**src/rtl/kwd_pkg.sv**
```systemverilog
package kwd_pkg;
    parameter int CNT_W = 24;
    parameter int KEY_W = 8;
    parameter int N_SRC = 3;
    localparam int SEL_W = $clog2(N_SRC + 1);
    parameter logic [CNT_W-1:0] RST_PERIOD = {CNT_W{1'b1}};

    typedef enum logic [SEL_W-1:0] {
        SRC_RC   = 2'd0,
        SRC_MAIN = 2'd1,
        SRC_SUB  = 2'd2,
        SRC_NONE = 2'd3
    } src_e;

    typedef struct packed {
        logic [CNT_W-1:0] period;
        logic [SEL_W-1:0] src;
    } cfg_st_t;

    typedef struct packed {
        logic             armed;
        logic [KEY_W-1:0] key;
        logic             phase;
    } key_st_t;

    typedef struct packed {
        logic [CNT_W-1:0] cnt;
        logic             pulse;
    } cnt_st_t;
endpackage

```
**src/rtl/kwd_tick_sel.sv**
```systemverilog
module kwd_tick_sel
    import kwd_pkg::*;
(
    input  logic [N_SRC-1:0] ticks,
    input  logic [SEL_W-1:0] sel,
    output logic             tick
);
    logic [N_SRC-1:0] hit;

    for (genvar i = 0; i < N_SRC; i++) begin : g_src
        assign hit[i] = ticks[i] && (sel == SEL_W'(i));
    end

    assign tick = |hit;
endmodule

```
**src/rtl/kwd_key_ctrl.sv**
```systemverilog
module kwd_key_ctrl
    import kwd_pkg::*;
(
    input  logic             clk,
    input  logic             rst_n,
    input  logic             clr_wr,
    input  logic [KEY_W-1:0] clr_data,
    input  logic             cnt_zero,
    output logic             arm_evt,
    output logic             svc_ok,
    output logic             armed,
    output logic             phase
);
    key_st_t          st_d, st_q;
    logic [KEY_W-1:0] expect_val;

    always_comb begin
        if (st_q.key == '0)
            expect_val = '0;
        else if (st_q.phase)
            expect_val = st_q.key;
        else
            expect_val = ~st_q.key;

        arm_evt = clr_wr && !st_q.armed;
        svc_ok  = clr_wr && st_q.armed && !cnt_zero && (clr_data == expect_val);

        st_d = st_q;
        if (arm_evt) begin
            st_d.armed = 1'b1;
            st_d.key   = clr_data;
            st_d.phase = 1'b0;
        end else if (svc_ok && (st_q.key != '0)) begin
            st_d.phase = ~st_q.phase;
        end
    end

    always_ff @(posedge clk) begin
        if (!rst_n)
            st_q <= '0;
        else
            st_q <= st_d;
    end

    assign armed = st_q.armed;
    assign phase = st_q.phase;
endmodule

```
**src/rtl/kwd_down_cnt.sv**
```systemverilog
module kwd_down_cnt
    import kwd_pkg::*;
(
    input  logic             clk,
    input  logic             rst_n,
    input  logic             run,
    input  logic             load,
    input  logic [CNT_W-1:0] period,
    input  logic             tick,
    output logic [CNT_W-1:0] cnt,
    output logic             expire
);
    cnt_st_t st_d, st_q;

    always_comb begin
        st_d       = st_q;
        st_d.pulse = 1'b0;
        if (load) begin
            st_d.cnt = period;
        end else if (run && tick && (st_q.cnt != '0)) begin
            st_d.cnt   = st_q.cnt - 1'b1;
            st_d.pulse = (st_q.cnt == CNT_W'(1));
        end
    end

    always_ff @(posedge clk) begin
        if (!rst_n)
            st_q <= '0;
        else
            st_q <= st_d;
    end

    assign cnt    = st_q.cnt;
    assign expire = st_q.pulse;
endmodule

```
**src/rtl/keyed_wdog.sv**
```systemverilog
module keyed_wdog
    import kwd_pkg::*;
(
    input  logic             clk,
    input  logic             rst_n,
    input  logic             cfg_wr,
    input  logic [CNT_W-1:0] cfg_period,
    input  logic [SEL_W-1:0] cfg_src,
    input  logic             clr_wr,
    input  logic [KEY_W-1:0] clr_data,
    input  logic             tick_rc,
    input  logic             tick_main,
    input  logic             tick_sub,
    output logic             rst_req
);
    cfg_st_t          cfg_d, cfg_q;
    logic             tick, arm_evt, svc_ok, armed, phase;
    logic [CNT_W-1:0] cnt;
    logic [CNT_W-1:0] period_q;

    // Configuration is writable only while disarmed.
    always_comb begin
        cfg_d = cfg_q;
        if (cfg_wr && !armed) begin
            cfg_d.period = (cfg_period == '0) ? CNT_W'(1) : cfg_period;
            cfg_d.src    = cfg_src;
        end
    end

    always_ff @(posedge clk) begin
        if (!rst_n) begin
            cfg_q.period <= RST_PERIOD;
            cfg_q.src    <= SRC_RC;
        end else begin
            cfg_q <= cfg_d;
        end
    end

    assign period_q = cfg_q.period;

    kwd_tick_sel u_sel (
        .ticks ({tick_sub, tick_main, tick_rc}),
        .sel   (cfg_q.src),
        .tick  (tick)
    );

    kwd_key_ctrl u_key (
        .clk      (clk),
        .rst_n    (rst_n),
        .clr_wr   (clr_wr),
        .clr_data (clr_data),
        .cnt_zero (cnt == '0),
        .arm_evt  (arm_evt),
        .svc_ok   (svc_ok),
        .armed    (armed),
        .phase    (phase)
    );

    kwd_down_cnt u_cnt (
        .clk    (clk),
        .rst_n  (rst_n),
        .run    (armed),
        .load   (arm_evt || svc_ok),
        .period (period_q),
        .tick   (tick),
        .cnt    (cnt),
        .expire (rst_req)
    );
endmodule

```
**config.mk**
```make
export PLATFORM = sky130hd
export DESIGN_NAME = keyed_wdog
export DESIGN_NICKNAME = d
export VERILOG_FILES = /design/src/rtl/kwd_pkg.sv /design/src/rtl/kwd_tick_sel.sv /design/src/rtl/kwd_key_ctrl.sv /design/src/rtl/kwd_down_cnt.sv /design/src/rtl/keyed_wdog.sv
export SDC_FILE = /design/constraint.sdc
export NUM_CORES = 1
export LEC_CHECK = 0
export BUFFER_PORTS_ARGS = -buffer_cell sky130_fd_sc_hd__buf_2
export CAP_MARGIN = 10
export CORE_MARGIN = 4
export CORE_UTILIZATION = 50
export CTS_CLUSTER_DIAMETER = 120
export CTS_CLUSTER_SIZE = 8
export DETAILED_ROUTE_END_ITERATION = 12
export GPL_ROUTABILITY_DRIVEN = 0
export MAX_ROUTING_LAYER = met4
export PLACE_DENSITY = 0.82
export SYNTH_ARGS = -nofsm -noshare
export SYNTH_HDL_FRONTEND = slang
export SYNTH_SLANG_ARGS = --single-unit
```
**constraint.sdc**
```tcl
create_clock -name clk -period 2.1 [get_ports clk]
set_input_delay 0.21 -clock clk [delete_from_list [all_inputs] [get_ports clk]]
set_output_delay 0.21 -clock clk [all_outputs]
set_load 0.01 [all_outputs]
```
==> summary.txt <==
Clocking
  • H-tree Lvls: 3
  • CTS tree: yes
  • Reg clk slew, reported paths: 0.08 ns
  • Clk_lat worst skew: 0.35 ns
  • CTS Hold Bufs: 0
  • CTS sink count: 61
  • CTS max path bufs: 2
  • Root Buffer: clkbuf_8
  • Cts bufs inserted: 9

Synthesis
  • Synthesized Nets: 409
  • Synth Warn #: 0
  • Mapped Cells: 365
  • Post-Syn Area: 3070 µm²
  • Most used DFF post-synth: dfxtp_1
  • EDFF count, synth: 0
  • Post-synthesis async set-or-reset flop share: 0
  • Yosys reg bits: 61
  • Synthesized area per cell: 8.41 µm²
  • Seq/Total Area, Yosys: 0.398
  • Synth unique cells: 52

Global routing
  • Global-route wire length before repair: 15300 µm
  • Largest net degree at the start of global routing: 40
  • Vias in the first global route: 3093
  • GRT Total Usage: 0.272
  • Initial antenna violation count: 0
  • GR Overflow Total: 0

Flow run
  • Max Cap Viol: 0

Layout
  • Most common cell after layout, fill and taps aside: dfxtp_1
  • ANT cells: 0
  • Layout cells sized above 1: 0.396
  • Layout Area Growth over Synthesis: 39.7%
  • Filler cell count: 379
  • Post-Layout Inst Area: 4290 µm²
  • Final #Nets: 493
  • Register Area: 1220 µm²
  • Area of the multi-input gates: 2040 µm²
  • Most frequent cells in the layout: 59 x dfxtp_1, 52 x nand2_1, 46 x buf_4

STA
  • Max Fclk: 399 MHz
  • RSZ-0062 raised after global routing: true
  • Final setup fails: 26
  • Relative slew slack: 0.279
  • Worst-margin pin slew: 1.08 ns
  • Setup WS post-layout: -0.408 ns
  • Slew Limit Fails: 0
  • Final Hold Viols: 0
  • Layout Skew: 0.0139 ns
  • Period utilization: 1.19
  • Tmin final: 2.51 ns

Floorplan
  • I/O pins: 42
  • Die span in x: 86.3 µm
  • Die area: 7460 µm²
  • Die height: 86.3 µm
  • Starting Density: 0.515
  • Core Region: 5960 µm²
  • Row cnt: 28

Setup path
  • CP required: 2.32 ns
  • Critical Path Stages: 8
  • R2R depth: 8
  • Setup slack, reg-to-reg: -0.41 ns
  • CP Launch Point: u_cnt.cnt[17]$_SDFFE_PN0P_
  • Max stage delay cell, worst path: or4_1
  • CP most frequent cell: nor3_2
  • Worst stage delay on the critical path: 0.63 ns
  • Worst flop-to-flop path endpoint: u_cnt.cnt[18]$_SDFFE_PN0P_
  • WP buf/inv: 1
  • Worst flop-to-flop path startpoint: u_cnt.cnt[17]$_SDFFE_PN0P_
  • Setup crit end: u_cnt.cnt[18]$_SDFFE_PN0P_
  • CP Cell Sequence: or4_1 -> nor3_2 -> a41oi_2 -> nand4_1 -> buf_4 -> nor3_2 -> xnor2_1 -> o31ai_2
  • Cell family with most CP delay: simple AND/OR/NAND/NOR gates
  • Crit-path max FO: 4
  • CP arrival: 2.72 ns
  • Crit. End Element: flip-flop
  • Classification of the worst setup path: reg2reg
  • Startpoint Class: flip-flop

Detailed routing
  • TritonRoute pass-1 iters: 6
  • Vias per cell: 6.56
  • Final ANT Viol Nets: 0
  • Drt first-iter violations: 405
  • WL final: 11100 µm
  • WL/cell: 21.0 µm
  • # DRC: 0
  • Vias: 3470

Pwr
  • Reg power frac: 0.404
  • Static Leak: 1.70 nW
  • Gate power share: 0.239
  • Internal Power: 2.28 mW
  • Clock power frac: 0.356
  • Overall Power: 3.32 mW
  • Power Density: 774 nW/µm²
  • Worst vdd ir: 647 µV
  • Sw frac: 0.313
  • Sw Pwr: 1.04 mW

Placement
  • IO Port Bufs: 41
  • DPL Wire Length: 5940 µm
  • Cell Area, Placed: 3730 µm²
  • Setup slack at placement: -0.263 ns

Worst hold path
  • Hold Path Origin: cfg_period[17]
  • Worst Hold Class: in2reg

Run status
  • Failing checks: negative setup slack
  • Status: finished, violations left
==> power by group through the flow <==
stage          sequential [mW]  combinational (mW)  clock, mW
4_1_cts                   1.33               0.693       1.17
5_1_grt                   1.35               0.841       1.23
3_3_place_gp              1.35               0.612          0
6_report                  1.34               0.794       1.18
2_1_floorplan             1.34               0.390          0
3_5_place_dp              1.35               0.636          0
==> cell type report <==
class / count / area share
multi-input combinational: 273 / 0.475
sequential: 61 / 0.285
timing repair buffer: 96 / 0.159
clock buffer: 9 / 0.0289
clock inverter: 7 / 0.0230
tap: 75 / 0.0219
inverter: 8 / 0.00700
==> kinds of logic (layout without fill, tap and decap cells) <==
group	count (synthesis)	in the layout	synth area share
compound gates	68	68	0.167
xor+xnor	26	26	0.0742
fa+ha+maj	3	3	0.0122
buf+inv	31	120	0.0444
flops	61	61	0.398
mux	1	1	0.00326
simple gates	175	175	0.301
==> synthesized netlist by cell type (3+ instances only) <==
| cell type | count | area [µm²] |
|---|---|---|
| nor2b_1 | 3 | 18.8 |
| nor2_1 | 11 | 41.3 |
| dfxtp_1 | 61 | 1220 |
| a21oi_1 | 14 | 70.1 |
| nand3_1 | 41 | 205 |
| nor3_1 | 17 | 85.1 |
| xnor2_1 | 20 | 175 |
| a221o_1 | 10 | 100 |
| nand2b_1 | 3 | 18.8 |
| nand3b_1 | 4 | 30.0 |
| nand2_1 | 55 | 206 |
| inv_1 | 7 | 26.3 |
| a211oi_1 | 3 | 22.5 |
| ha_1 | 3 | 37.5 |
| buf_2 | 3 | 15.0 |
| xor2_1 | 6 | 52.6 |
| o31ai_1 | 22 | 165 |
| clkbuf_1 | 15 | 56.3 |
| and3_1 | 4 | 25.0 |
| nor4_1 | 11 | 68.8 |
| a31oi_1 | 3 | 18.8 |
| nand4_1 | 4 | 25.0 |
| or4_1 | 7 | 52.6 |
==> sequential cells by signal (all words and copies together) (netlist names) <==
signal,count
u_cnt.cnt,24
u_cnt.expire,1
period_q,24
cfg_q,2
u_key.armed,1
u_key.st_q,8
u_key.phase,1
==> routing by layer <==
layer	up-vias	wire (µm)	global-route usage
met1	1608	4200	0.341
li1	1512	-	-
met5	-	0	-
met3	78	1140	0.0466
met4	0	605	0.129
met2	272	5160	0.428
==> worst reg2reg max path, stage by stage (launching register included) <==
cell,delay [ns]
dfxtp_1,0.32
or4_1,0.63
nor3_2,0.27
a41oi_2,0.27
nand4_1,0.29
buf_4,0.17
nor3_2,0.05
xnor2_1,0.28
o31ai_2,0.10
==> worst min-delay path by stage <==
stage | endpoint | slack, ns | depth (start not counted)
4_1_cts | period_q[4]$_SDFFE_PN1P_ | 0.08 | 3
3_5_place_dp | period_q[4]$_SDFFE_PN1P_ | 0.44 | 3
5_1_grt | period_q[5]$_SDFFE_PN1P_ | 0.09 | 3
3_3_place_gp | period_q[17]$_SDFFE_PN1P_ | 0.43 | 3
2_1_floorplan | period_q[0]$_SDFFE_PN1P_ | 0.33 | 2
6_report | period_q[17]$_SDFFE_PN1P_ | 0.08 | 3
==> timing repair <==
item | CTS | global route
pin swaps | 32 | 13
cloned | 0 | 1
resized for setup | 27 | 21
setup buffers | 7 | 3
setup endpoints to repair | 26 | 26
==> metrics by stage <==
stage / instances / TNS [ns] / utilization / hold WS, ns
floorplan: 365 / -2.05 / - / 0.334
global placement: 502 / -3.32 / 0.626 / 0.433
detailed placement: 502 / -4.12 / 0.626 / 0.440
CTS: 525 / -3.15 / 0.693 / 0.0779
global route: 529 / -7.89 / 0.720 / 0.0867
finish: 529 / -6.07 / 0.720 / 0.0759
Note: power is estimated with default switching activity, not from simulation.
